**config.mk**
```make
export PLATFORM = sky130hd
export DESIGN_NAME = nibble_flag_gen
export DESIGN_NICKNAME = d
export VERILOG_FILES = /design/src/rtl/nfg_pkg.sv /design/src/rtl/nfg_lo_step.sv /design/src/rtl/nfg_hi_step.sv /design/src/rtl/nfg_ctrl.sv /design/src/rtl/nibble_flag_gen.sv
export SDC_FILE = /design/constraint.sdc
export NUM_CORES = 1
export LEC_CHECK = 0
export BUFFER_PORTS_ARGS = -buffer_cell sky130_fd_sc_hd__buf_2
export CAP_MARGIN = 20
export CORE_ASPECT_RATIO = 2
export CORE_MARGIN = 4
export CORE_UTILIZATION = 50
export CTS_BUF_LIST = sky130_fd_sc_hd__clkbuf_8 sky130_fd_sc_hd__clkbuf_16
export DETAILED_ROUTE_END_ITERATION = 7
export PLACE_DENSITY = 0.75
export SLEW_MARGIN = 20
export SYNTH_ARGS = -nofsm -noshare
export SYNTH_HDL_FRONTEND = slang
export SYNTH_SLANG_ARGS = --single-unit
```
**constraint.sdc**
```tcl
create_clock -name clk_i -period 2.2 [get_ports clk_i]
set_input_delay 0.22 -clock clk_i [delete_from_list [all_inputs] [get_ports clk_i]]
set_output_delay 0.22 -clock clk_i [all_outputs]
set_load 0.005 [all_outputs]
```
**src/rtl/nfg_pkg.sv**
```systemverilog
package nfg_pkg;
  localparam int FLAG_W = 8;
  localparam int F_C = 7;
  localparam int F_N = 6;
  localparam int F_Z = 5;
  localparam int F_P = 4;
  localparam int F_H = 3;
  localparam int F_O = 2;
  localparam int F_B = 1;
  localparam int F_L = 0;
  // flags merged by OR across the carry-in pre-pass
  localparam logic [FLAG_W-1:0] CARRY_MASK =
    (FLAG_W'(1) << F_C) | (FLAG_W'(1) << F_H) | (FLAG_W'(1) << F_B) | (FLAG_W'(1) << F_L);

  typedef enum logic [2:0] {
    S_IDLE   = 3'd0,
    S_PRE_LO = 3'd1,
    S_PRE_HI = 3'd2,
    S_LO     = 3'd3,
    S_HI     = 3'd4
  } step_e;

  typedef struct packed {
    logic carry;
    logic borrow;
    logic zero;
    logic even;
  } lo_flags_t;
endpackage

```
**src/rtl/nfg_lo_step.sv**
```systemverilog
module nfg_lo_step #(
  parameter int NIB_W = 4
) (
  input  logic [NIB_W-1:0] x_i,
  input  logic [NIB_W-1:0] y_i,
  output logic [NIB_W-1:0] sum_o,
  output nfg_pkg::lo_flags_t flg_o
);
  logic [NIB_W:0] full;

  always_comb begin
    full         = {1'b0, x_i} + {1'b0, y_i};
    sum_o        = full[NIB_W-1:0];
    flg_o.carry  = full[NIB_W];
    // a nonzero addend nibble means a nonzero subtrahend nibble: borrow iff no carry
    flg_o.borrow = (y_i != '0) & ~full[NIB_W];
    flg_o.zero   = (full[NIB_W-1:0] == '0);
    flg_o.even   = ~^full[NIB_W-1:0];
  end
endmodule

```
**src/rtl/nfg_hi_step.sv**
```systemverilog
module nfg_hi_step #(
  parameter int NIB_W = 4
) (
  input  logic [NIB_W-1:0]            x_i,
  input  logic [NIB_W-1:0]            y_i,
  input  nfg_pkg::lo_flags_t          lo_i,
  output logic [NIB_W-1:0]            sum_o,
  output logic [nfg_pkg::FLAG_W-1:0]  flags_o
);
  import nfg_pkg::*;

  logic [NIB_W:0]   full;
  logic [NIB_W-1:0] part;
  logic             c_top;
  logic             c_sub;
  logic             y_nz;

  always_comb begin
    full  = {1'b0, x_i} + {1'b0, y_i} + {{NIB_W{1'b0}}, lo_i.carry};
    // carry into the top bit from the bits below it
    part  = {1'b0, x_i[NIB_W-2:0]} + {1'b0, y_i[NIB_W-2:0]} + {{(NIB_W-1){1'b0}}, lo_i.carry};
    c_top = full[NIB_W];
    c_sub = part[NIB_W-1];
    // low addend nibble nonzero <=> low carry or low borrow was raised
    y_nz  = (y_i != '0) | lo_i.carry | lo_i.borrow;
    sum_o = full[NIB_W-1:0];
    flags_o      = '0;
    flags_o[F_C] = c_top;
    flags_o[F_N] = full[NIB_W-1];
    flags_o[F_Z] = lo_i.zero & (full[NIB_W-1:0] == '0);
    flags_o[F_P] = lo_i.even ^ (^full[NIB_W-1:0]);
    flags_o[F_H] = lo_i.carry;
    flags_o[F_O] = c_sub ^ c_top;
    flags_o[F_B] = y_nz & ~c_top;
    flags_o[F_L] = lo_i.borrow;
  end
endmodule

```
**src/rtl/nfg_ctrl.sv**
```systemverilog
module nfg_ctrl (
  input  logic             clk_i,
  input  logic             rst_ni,
  input  logic             start_i,
  input  logic             cin_i,
  output nfg_pkg::step_e   step_o,
  output logic             busy_o,
  output logic             done_o
);
  import nfg_pkg::*;

  step_e step_q, step_d;
  logic  done_q;

  always_comb begin
    step_d = step_q;
    unique case (step_q)
      S_IDLE:   if (start_i) step_d = cin_i ? S_PRE_LO : S_LO;
      S_PRE_LO: step_d = S_PRE_HI;
      S_PRE_HI: step_d = S_LO;
      S_LO:     step_d = S_HI;
      S_HI:     step_d = S_IDLE;
      default:  step_d = S_IDLE;
    endcase
  end

  always_ff @(posedge clk_i or negedge rst_ni) begin
    if (!rst_ni) begin
      step_q <= S_IDLE;
      done_q <= 1'b0;
    end else begin
      step_q <= step_d;
      done_q <= (step_q == S_HI);
    end
  end

  assign step_o = step_q;
  assign busy_o = (step_q != S_IDLE);
  assign done_o = done_q;


  hi_then_done_chk: assert property (@(posedge clk_i) disable iff (!rst_ni)
    (step_q == S_HI) |=> (done_q && step_q == S_IDLE));

  done_pulse_chk: assert property (@(posedge clk_i) disable iff (!rst_ni)
    done_q |=> !done_q);

  lo_ignores_start_chk: assert property (@(posedge clk_i) disable iff (!rst_ni)
    (step_q == S_LO) |=> (step_q == S_HI));
endmodule

```
**src/rtl/nibble_flag_gen.sv**
```systemverilog
module nibble_flag_gen #(
  parameter int NIB_W  = 4,
  localparam int DATA_W = 2 * NIB_W
) (
  input  logic              clk_i,
  input  logic              rst_ni,
  input  logic              start_i,
  input  logic              cin_i,
  input  logic [DATA_W-1:0] a_i,
  input  logic [DATA_W-1:0] b_i,
  output logic              busy_o,
  output logic              done_o,
  output logic [DATA_W-1:0] sum_o,
  output logic [7:0]        flags_o
);
  import nfg_pkg::*;

  step_e             step;
  logic [DATA_W-1:0] a_q, b_q, y_op;
  logic [NIB_W-1:0]  lo_sum, lo_sum_q, hi_sum;
  lo_flags_t         lo_flg, lo_flg_q;
  logic [FLAG_W-1:0] hi_flags, acc_q, flags_q;
  logic [DATA_W-1:0] sum_q;
  logic              pre;

  nfg_ctrl u_ctrl (
    .clk_i   (clk_i),
    .rst_ni  (rst_ni),
    .start_i (start_i),
    .cin_i   (cin_i),
    .step_o  (step),
    .busy_o  (busy_o),
    .done_o  (done_o)
  );

  assign pre  = (step == S_PRE_LO) || (step == S_PRE_HI);
  assign y_op = pre ? DATA_W'(1) : b_q;

  nfg_lo_step #(.NIB_W(NIB_W)) u_lo (
    .x_i   (a_q[NIB_W-1:0]),
    .y_i   (y_op[NIB_W-1:0]),
    .sum_o (lo_sum),
    .flg_o (lo_flg)
  );

  nfg_hi_step #(.NIB_W(NIB_W)) u_hi (
    .x_i     (a_q[DATA_W-1:NIB_W]),
    .y_i     (y_op[DATA_W-1:NIB_W]),
    .lo_i    (lo_flg_q),
    .sum_o   (hi_sum),
    .flags_o (hi_flags)
  );

  always_ff @(posedge clk_i or negedge rst_ni) begin
    if (!rst_ni) begin
      a_q      <= '0;
      b_q      <= '0;
      lo_sum_q <= '0;
      lo_flg_q <= '0;
      acc_q    <= '0;
      sum_q    <= '0;
      flags_q  <= '0;
    end else begin
      unique case (step)
        S_IDLE: if (start_i) begin
          a_q   <= a_i;
          b_q   <= b_i;
          acc_q <= '0;
        end
        S_PRE_LO, S_LO: begin
          lo_sum_q <= lo_sum;
          lo_flg_q <= lo_flg;
        end
        S_PRE_HI: begin
          a_q   <= {hi_sum, lo_sum_q};
          acc_q <= hi_flags & CARRY_MASK;
        end
        S_HI: begin
          sum_q   <= {hi_sum, lo_sum_q};
          flags_q <= hi_flags | acc_q;
        end
        default: ;
      endcase
    end
  end

  assign sum_o   = sum_q;
  assign flags_o = flags_q;


  no_carry_and_borrow_chk: assert property (@(posedge clk_i) disable iff (!rst_ni)
    (step == S_HI) |-> !(hi_flags[F_B] && hi_flags[F_C]));

  neg_matches_msb_chk: assert property (@(posedge clk_i) disable iff (!rst_ni)
    done_o |-> (flags_o[F_N] == sum_o[DATA_W-1]));

  zero_matches_sum_chk: assert property (@(posedge clk_i) disable iff (!rst_ni)
    done_o |-> (flags_o[F_Z] == (sum_o == '0)));

  operand_hold_chk: assert property (@(posedge clk_i) disable iff (!rst_ni)
    busy_o |=> $stable(b_q));

  result_hold_chk: assert property (@(posedge clk_i) disable iff (!rst_ni)
    (!$past(busy_o) || busy_o) |-> $stable(flags_o));
endmodule

```
==> results of run 1 <==
-- cells in the mapped netlist (2+ instances only) --
library cell  count  area [um^2]
nor2_1           17         63.8
xnor2_1           4         35.0
o22ai_1           4         25.0
o31ai_1           2         15.0
nand3_1           3         15.0
a21oi_1           5         25.0
clkbuf_1          3         11.3
dfrtp_1          47         1180
nor2b_1           5         31.3
o221ai_1          3         26.3
buf_4             2         15.0
inv_1            13         48.8
buf_2             2         10.0
fa_1              3         60.1
buf_6             3         33.8
nand2b_1          3         18.8
o21ai_0          21          105
mux2_2            5         56.3
xor2_1            5         43.8
nand3_2           2         20.0
nor3_1            3         15.0
nand2_1          51          191
ha_1             11          138
-- registers in the layout, indices dropped and copies added, names as in the netlist --
register and flops:
lo_flg_q 4, acc_q 4, u_ctrl.step_o 3, u_ctrl.done_o 1, lo_sum_q 4, sum_o 7
flags_o 8, a_q 8, b_q 8
-- area by class of cell --
class / instances / share of cell area, %
multi-input combinational: 161 / 38.8
tap: 54 / 2.30
sequential: 47 / 40.1
timing repair buffer: 63 / 13.3
clock inverter: 3 / 1.49
clock buffer: 5 / 2.34
inverter: 13 / 1.66
-- layout by cell type, fill, tap and decap left out, drive strengths merged, types with 2 or more instances in the layout --
cell    instances
buf            63
nand2          51
dfrtp          47
o21ai          21
nor2           17
inv            13
ha             11
mux2            5
clkbuf          5
nor2b           5
xor2            5
nand3           5
a21oi           5
o22ai           4
xnor2           4
nor3            3
o31ai           3
nand2b          3
o221ai          3
fa              3
a21o            2
clkinv          2
-- logic make-up after synthesis --
kind of cell             Yosys count
AO/OA/AOI/OAI                     40
XOR/XNOR                           9
adder cells (fa/ha/maj)           14
buffers and inverters             25
flip-flops                        47
multiplexers                       6
AND/OR/NAND/NOR                   92
-- metal layers --
metal / vias to the layer above / global-route usage, %
li1: 894 / -
met2: 44 / 32.3
met3: 19 / 3.23
met1: 865 / 19.8
met4: 0 / 10.0
met5: - / 0
-- timing repair --
action / CTS / global route
gates resized for setup: 13 / 21
pin swaps: 9 / 7
endpoints found under the setup margin: 8 / 14
hold buffers: 0 / 0
gates cloned: 0 / 0
buffers inserted: 2 / 4
-- worst register-to-register path: cells and delay by family, from the launching register on --
| kind | cells | cell delay (ns) |
|---|---|---|
| compound gates | 2 | 0.17 |
| xor+xnor | 3 | 0.55 |
| fa+ha+maj | 3 | 1.13 |
| flops | 1 | 0.45 |
-- stage by stage --
step	cell area (um^2)	setup TNS (ns)	worst slack, ns	util, %
floorplan	2340	-0.302	-0.148	-
global placement	2660	-0.366	-0.128	60.1
detailed placement	2660	-0.650	-0.182	60.1
CTS	2840	-0.304	-0.148	64.3
global route	2940	-1.55	-0.307	66.4
finish	2940	-0.585	-0.212	66.4
-- worst max-delay path by stage --
stage / cells after the start / start / to / slack [ns]
finish: 8 / u_ctrl.step_o[0]$_DFFE_PN0P_ / flags_o[4]$_DFFE_PN0P_ / -0.21
global route: 8 / u_ctrl.step_o[0]$_DFFE_PN0P_ / flags_o[4]$_DFFE_PN0P_ / -0.31
CTS: 10 / u_ctrl.step_o[1]$_DFFE_PN0P_ / lo_flg_q[0]$_DFFE_PN0P_ / -0.15
detailed placement: 8 / u_ctrl.step_o[0]$_DFFE_PN0P_ / flags_o[4]$_DFFE_PN0P_ / -0.18
global placement: 8 / u_ctrl.step_o[0]$_DFFE_PN0P_ / flags_o[4]$_DFFE_PN0P_ / -0.13
floorplan: 9 / u_ctrl.step_o[0]$_DFFE_PN0P_ / flags_o[4]$_DFFE_PN0P_ / -0.15
==> run_results.csv, run 1 <==
group,metric,value,unit
timing,period_needed,2.41,ns
worst_setup_path,rr_startpoint,"u_ctrl.step_o[0]$_DFFE_PN0P_",
synthesis,synth_edf_count,0,
timing,worst_pin_slew,0.885,ns
worst_setup_path,crit_fanout,4,
synthesis,synth_top_family_by_area,"simple AND/OR/NAND/NOR gates",
placed_design,dpl.hpwl,3730,um
cells_and_area,fin_nets,325,
grt,track_usage,18.2,%
synthesis,synth_fa_ha_area_share,8.53,%
grt,antenna_found_initial,0,
synthesis,yosysSeqAreaShare,50.8,%
synthesis,synth_ff_type,"dfrtp_1",
clock_tree,cts.sink_count,47,
synthesis,synth_cells,233,
worst_setup_path,cpMaxStageDelayCell,"fa_2",
synthesis,synth-simple-area-share,18.0,%
route,wirelength,5240,um
synthesis,synth_nets,267,
clock_tree,cts_buffer_depth,2,
route,final_antenna_net_count,0,
synthesis,yosysWarningCount,0,
grt,overflow,0,
route,avgRoutedWirePerCell,15.1,um
synthesis,synthesis.area,0.00232,mm^2
cells_and_area,final_cells,346,
route,routed.top_layer,"met4",
placed_design,globalplace.congestion,0.834,
status,violations,"setup timing",
worst_setup_path,rrSetupSlack,-0.21,ns
min_path,hp-class,"in -> async",
timing,fmax,415,MHz
placed_design,dp_cells,332,
clock_tree,clk_latency,0.30,ns
route,viasPerCell,5.27,
clock_tree,path_clk_slew,0.09,ns
synthesis,synth_compound_area_share,10.5,%
grt,grt_max_degree,42,
worst_setup_path,worstSetupEndpointType,"flip-flop",
worst_setup_path,crit_type,"reg -> reg",
clock_tree,numCtsBuffers,5,
cells_and_area,fillers,384,
floorplan,die_h,104,um
worst_setup_path,ff2ff_path_depth,8,
grt,grt_pass1_vias,1759,
route,num_vias,1822,
timing,rsz0062_at_grt,"true",
worst_setup_path,cp-start-kind,"flip-flop",
worst_setup_path,critPathMaxStageDelay,0.57,ns
worst_setup_path,timing.rr.end,"flags_o[4]$_DFFE_PN0P_",
worst_setup_path,critPathRequiredTime,2.39,ns
placed_design,portBuffers,37,
route,drtIter0Drc,30,
floorplan,rows,34,
floorplan,die-area,0.00585,mm^2
floorplan,die_x,56.1,um
cells_and_area,regArea,0.00118,mm^2
synthesis,synth_xor_area_share,3.40,%
cells_and_area,layout-drive-gt1-share,36.3,%
worst_setup_path,cp_num_buf_inv,0,
timing,min_period_over_period,110,%
cells_and_area,num_antenna_cells,0,
route,dr.pass1.iters,4,
timing,setup_viol,7,
grt,grt_pass1_wl,8230,um
worst_setup_path,cp_common_cell,"fa_2",
timing,slew_headroom,41.0,%
route,drt_drc_violations_left,0,
worst_setup_path,cpLargestDelayFamily,"adder cells",
timing,slew_viol_final,0,
cells_and_area,syn_to_final_growth,26.8,%
timing,finClkSkew,0.00401,ns
floorplan,pin_count,38,
run,max-cap-violations,0,
synthesis,synthArstFlopShare,100,%
floorplan,core,0.00442,mm^2
route,wl_met2,2940,um
worst_setup_path,critical_path.cell_chain,"xnor2_4 -> o21ai_2 -> fa_2 -> fa_2 -> ha_4 -> xor2_2 -> xnor2_1 -> o21ai_1",
clock_tree,cts-root-buf,"clkbuf_8",
synthesis,synth.area.mux_share,2.86,%
synthesis,synth_cell_types,39,
synthesis,syn_area_per_cell,9.95,um^2
timing,hold_viol,0,
timing,hold_slack,0.0351,ns
worst_setup_path,crit_arrival,2.60,ns
route,wl_met3,216,um
clock_tree,cts_tree,"yes",
clock_tree,cts_htree_levels,2,
cells_and_area,multi_input_area,0.00114,mm^2
synthesis,synth-seq-cells,47,
route,drt-met1-wl,1830,um
status,status,"complete, but fails checks",
floorplan,start_util,52.4,%
timing,setup_ws,-0.212,ns
Power of run 1 is left out: the tool's default activity adds up to more than one toggle a clock period on the data nets, which glitch-free logic cannot reach.
==> inputs of run 2 (changes only) <==
--- a/config.mk
+++ b/config.mk
@@ -8,7 +8,6 @@
 export BUFFER_PORTS_ARGS = -buffer_cell sky130_fd_sc_hd__buf_2
 export CAP_MARGIN = 20
 export CORE_ASPECT_RATIO = 2
-export CORE_MARGIN = 4
 export CORE_UTILIZATION = 50
 export CTS_BUF_LIST = sky130_fd_sc_hd__clkbuf_8 sky130_fd_sc_hd__clkbuf_16
 export DETAILED_ROUTE_END_ITERATION = 7
==> run 2 against run 1 <==
  * The run still ends with setup timing left
  * Core utilization shrank 0.81 points
  * Sequential share of layout area grew 0.89 points
  * Cell area shrank 2.2%
  * Register-to-register slack lost 0.02 ns
  * Maximum frequency shrank 0.76%
  * Largest cell class unchanged
  * Clock-buffer cell count is the same
  * Critical path depth is the same
==> run_results.csv, run 2 (synthesis gave the netlist of run 1 again) <==
group,metric,value,unit
clock_tree,cts_hold_buf,0,
cells_and_area,layout-drive-gt1-share,34.3,%
clock_tree,numCtsBuffers,5,
clock_tree,cts_tree,"yes",
run,max-cap-violations,0,
worst_setup_path,critPathMaxStageDelay,0.55,ns
cells_and_area,mostFrequentLayoutCells,"nand2_1, dfrtp_1, buf_2",
timing,min_period_over_period,110,%
timing,worst_pin_slew,0.717,ns
floorplan,start_util,52.9,%
timing,slew_headroom,52.2,%
worst_setup_path,cpMaxStageDelayCell,"fa_2",
route,final_antenna_net_count,0,
worst_setup_path,cp_common_cell,"fa_2",
grt,overflow,0,
route,drt_drc_violations_left,0,
placed_design,globalplace.congestion,0.887,
grt,grt_max_degree,48,
route,wl_met2,2960,um
floorplan,die-area,0.00493,mm^2
route,dr.pass1.iters,4,
clock_tree,path_clk_slew,0.08,ns
worst_setup_path,critPathRequiredTime,2.37,ns
floorplan,rows,34,
cells_and_area,final_common_cell,"nand2_1",
clock_tree,cts-root-buf,"clkbuf_8",
grt,antenna_found_initial,0,
floorplan,core,0.00438,mm^2
floorplan,pin_count,38,
timing,setup_ws,-0.230,ns
clock_tree,cts.sink_count,47,
cells_and_area,num_antenna_cells,0,
status,status,"complete, but fails checks",
floorplan,die_x,50.1,um
timing,slew_viol_final,0,
timing,setup_viol,4,
timing,fmax,411,MHz
cells_and_area,syn_to_final_growth,24.0,%
placed_design,dp_slack,-0.252,ns
route,routed.top_layer,"met4",
grt,track_usage,22.4,%
grt,grt_pass1_vias,1750,
route,wirelength,5120,um
cells_and_area,fillers,360,
floorplan,die_h,98.3,um
clock_tree,clk_latency,0.30,ns
clock_tree,cts_buffer_depth,2,
route,avgRoutedWirePerCell,15.1,um
route,drtIter0Drc,31,
route,num_vias,1782,
cells_and_area,fin_nets,320,
worst_setup_path,worstSetupEndpointType,"flip-flop",
clock_tree,cts_htree_levels,2,
timing,period_needed,2.43,ns
timing,finClkSkew,0.00778,ns
grt,grt_pass1_wl,8070,um
worst_setup_path,cp-start-kind,"flip-flop",
route,wl_met3,185,um
placed_design,portBuffers,37,
placed_design,dpl.hpwl,3670,um
worst_setup_path,critical_path.cell_chain,"xnor2_4 -> o21ai_2 -> fa_2 -> fa_2 -> ha_1 -> xor2_1 -> xnor2_1 -> o21ai_1",
worst_setup_path,crit_arrival,2.60,ns
timing,rsz0062_at_grt,"true",
worst_setup_path,crit_fanout,4,
worst_setup_path,crit_type,"reg -> reg",
route,drt-met1-wl,1820,um
route,viasPerCell,5.24,
status,violations,"setup timing",
min_path,hp-class,"in -> async",
timing,hold_viol,0,
run 2: changes by cell type in the layout (fill, tap and decap cells not counted), sizes merged:
cell,before,now
inv,13,14
clkinv,2,0
buf,63,58
run 2: what timing repair did:
action,CTS,global route
endpoints found under the setup margin,8,13
setup buffers,1,1
pin swaps,4,13
cloned,0,0
gates resized for setup,3,26
run 2: worst paths after layout:
check                                                  start                            to  slack [ns]  depth (start not counted)
worst max-delay path            u_ctrl.step_o[0]$_DFFE_PN0P_        flags_o[4]$_DFFE_PN0P_       -0.23                          8
worst min-delay path                                  rst_ni       lo_sum_q[1]$_DFFE_PN0P_       0.005                          2
worst max register to register  u_ctrl.step_o[0]$_DFFE_PN0P_        flags_o[4]$_DFFE_PN0P_       -0.23                          8
worst min register to register        flags_o[0]$_DFFE_PN0P_        flags_o[0]$_DFFE_PN0P_        0.48                          2
max in group asynchronous                             rst_ni  u_ctrl.step_o[1]$_DFFE_PN0P_        1.77                          2
min in group clk_i                                    b_i[1]            b_q[1]$_DFFE_PN0P_        0.11                          3
run 2: through the flow:
step / TNS [ns] / std cells / hold WS, ns / util (%) / cell area (um^2)
floorplan: -0.302 / 233 / -0.0756 / - / 2340
global placement: -0.392 / 331 / 0.344 / 60.5 / 2650
detailed placement: -0.879 / 331 / 0.340 / 60.5 / 2650
CTS: -0.758 / 339 / 0.0222 / 63.1 / 2770
global route: -1.34 / 340 / 0.0550 / 65.6 / 2870
finish: -0.484 / 340 / 0.00528 / 65.6 / 2870
run 2: final cells by class:
cell class	count	area, um^2	area share (%)
clock buffers	5	68.8	2.39
clock inverters	2	33.8	1.18
inverters	13	48.8	1.70
multi-input cells	161	1130	39.3
flip-flops and latches	47	1180	41.0
well taps	54	67.6	2.35
repair buffers	58	347	12.1
run 2: critical path, delay by kind of cell (launching register included):
family          cells  cell delay, ns
fa+ha+maj           3            1.15
flops               1            0.45
xor+xnor            3            0.53
compound gates      2            0.17
run 2: routing by layer:
layer | vias up | global-route usage [%]
met5 | - | 0
met4 | 0 | 11.4
met3 | 13 | 2.96
met2 | 46 | 41.1
met1 | 848 | 23.7
li1 | 875 | -
Power of run 2 is left out for the same reason.
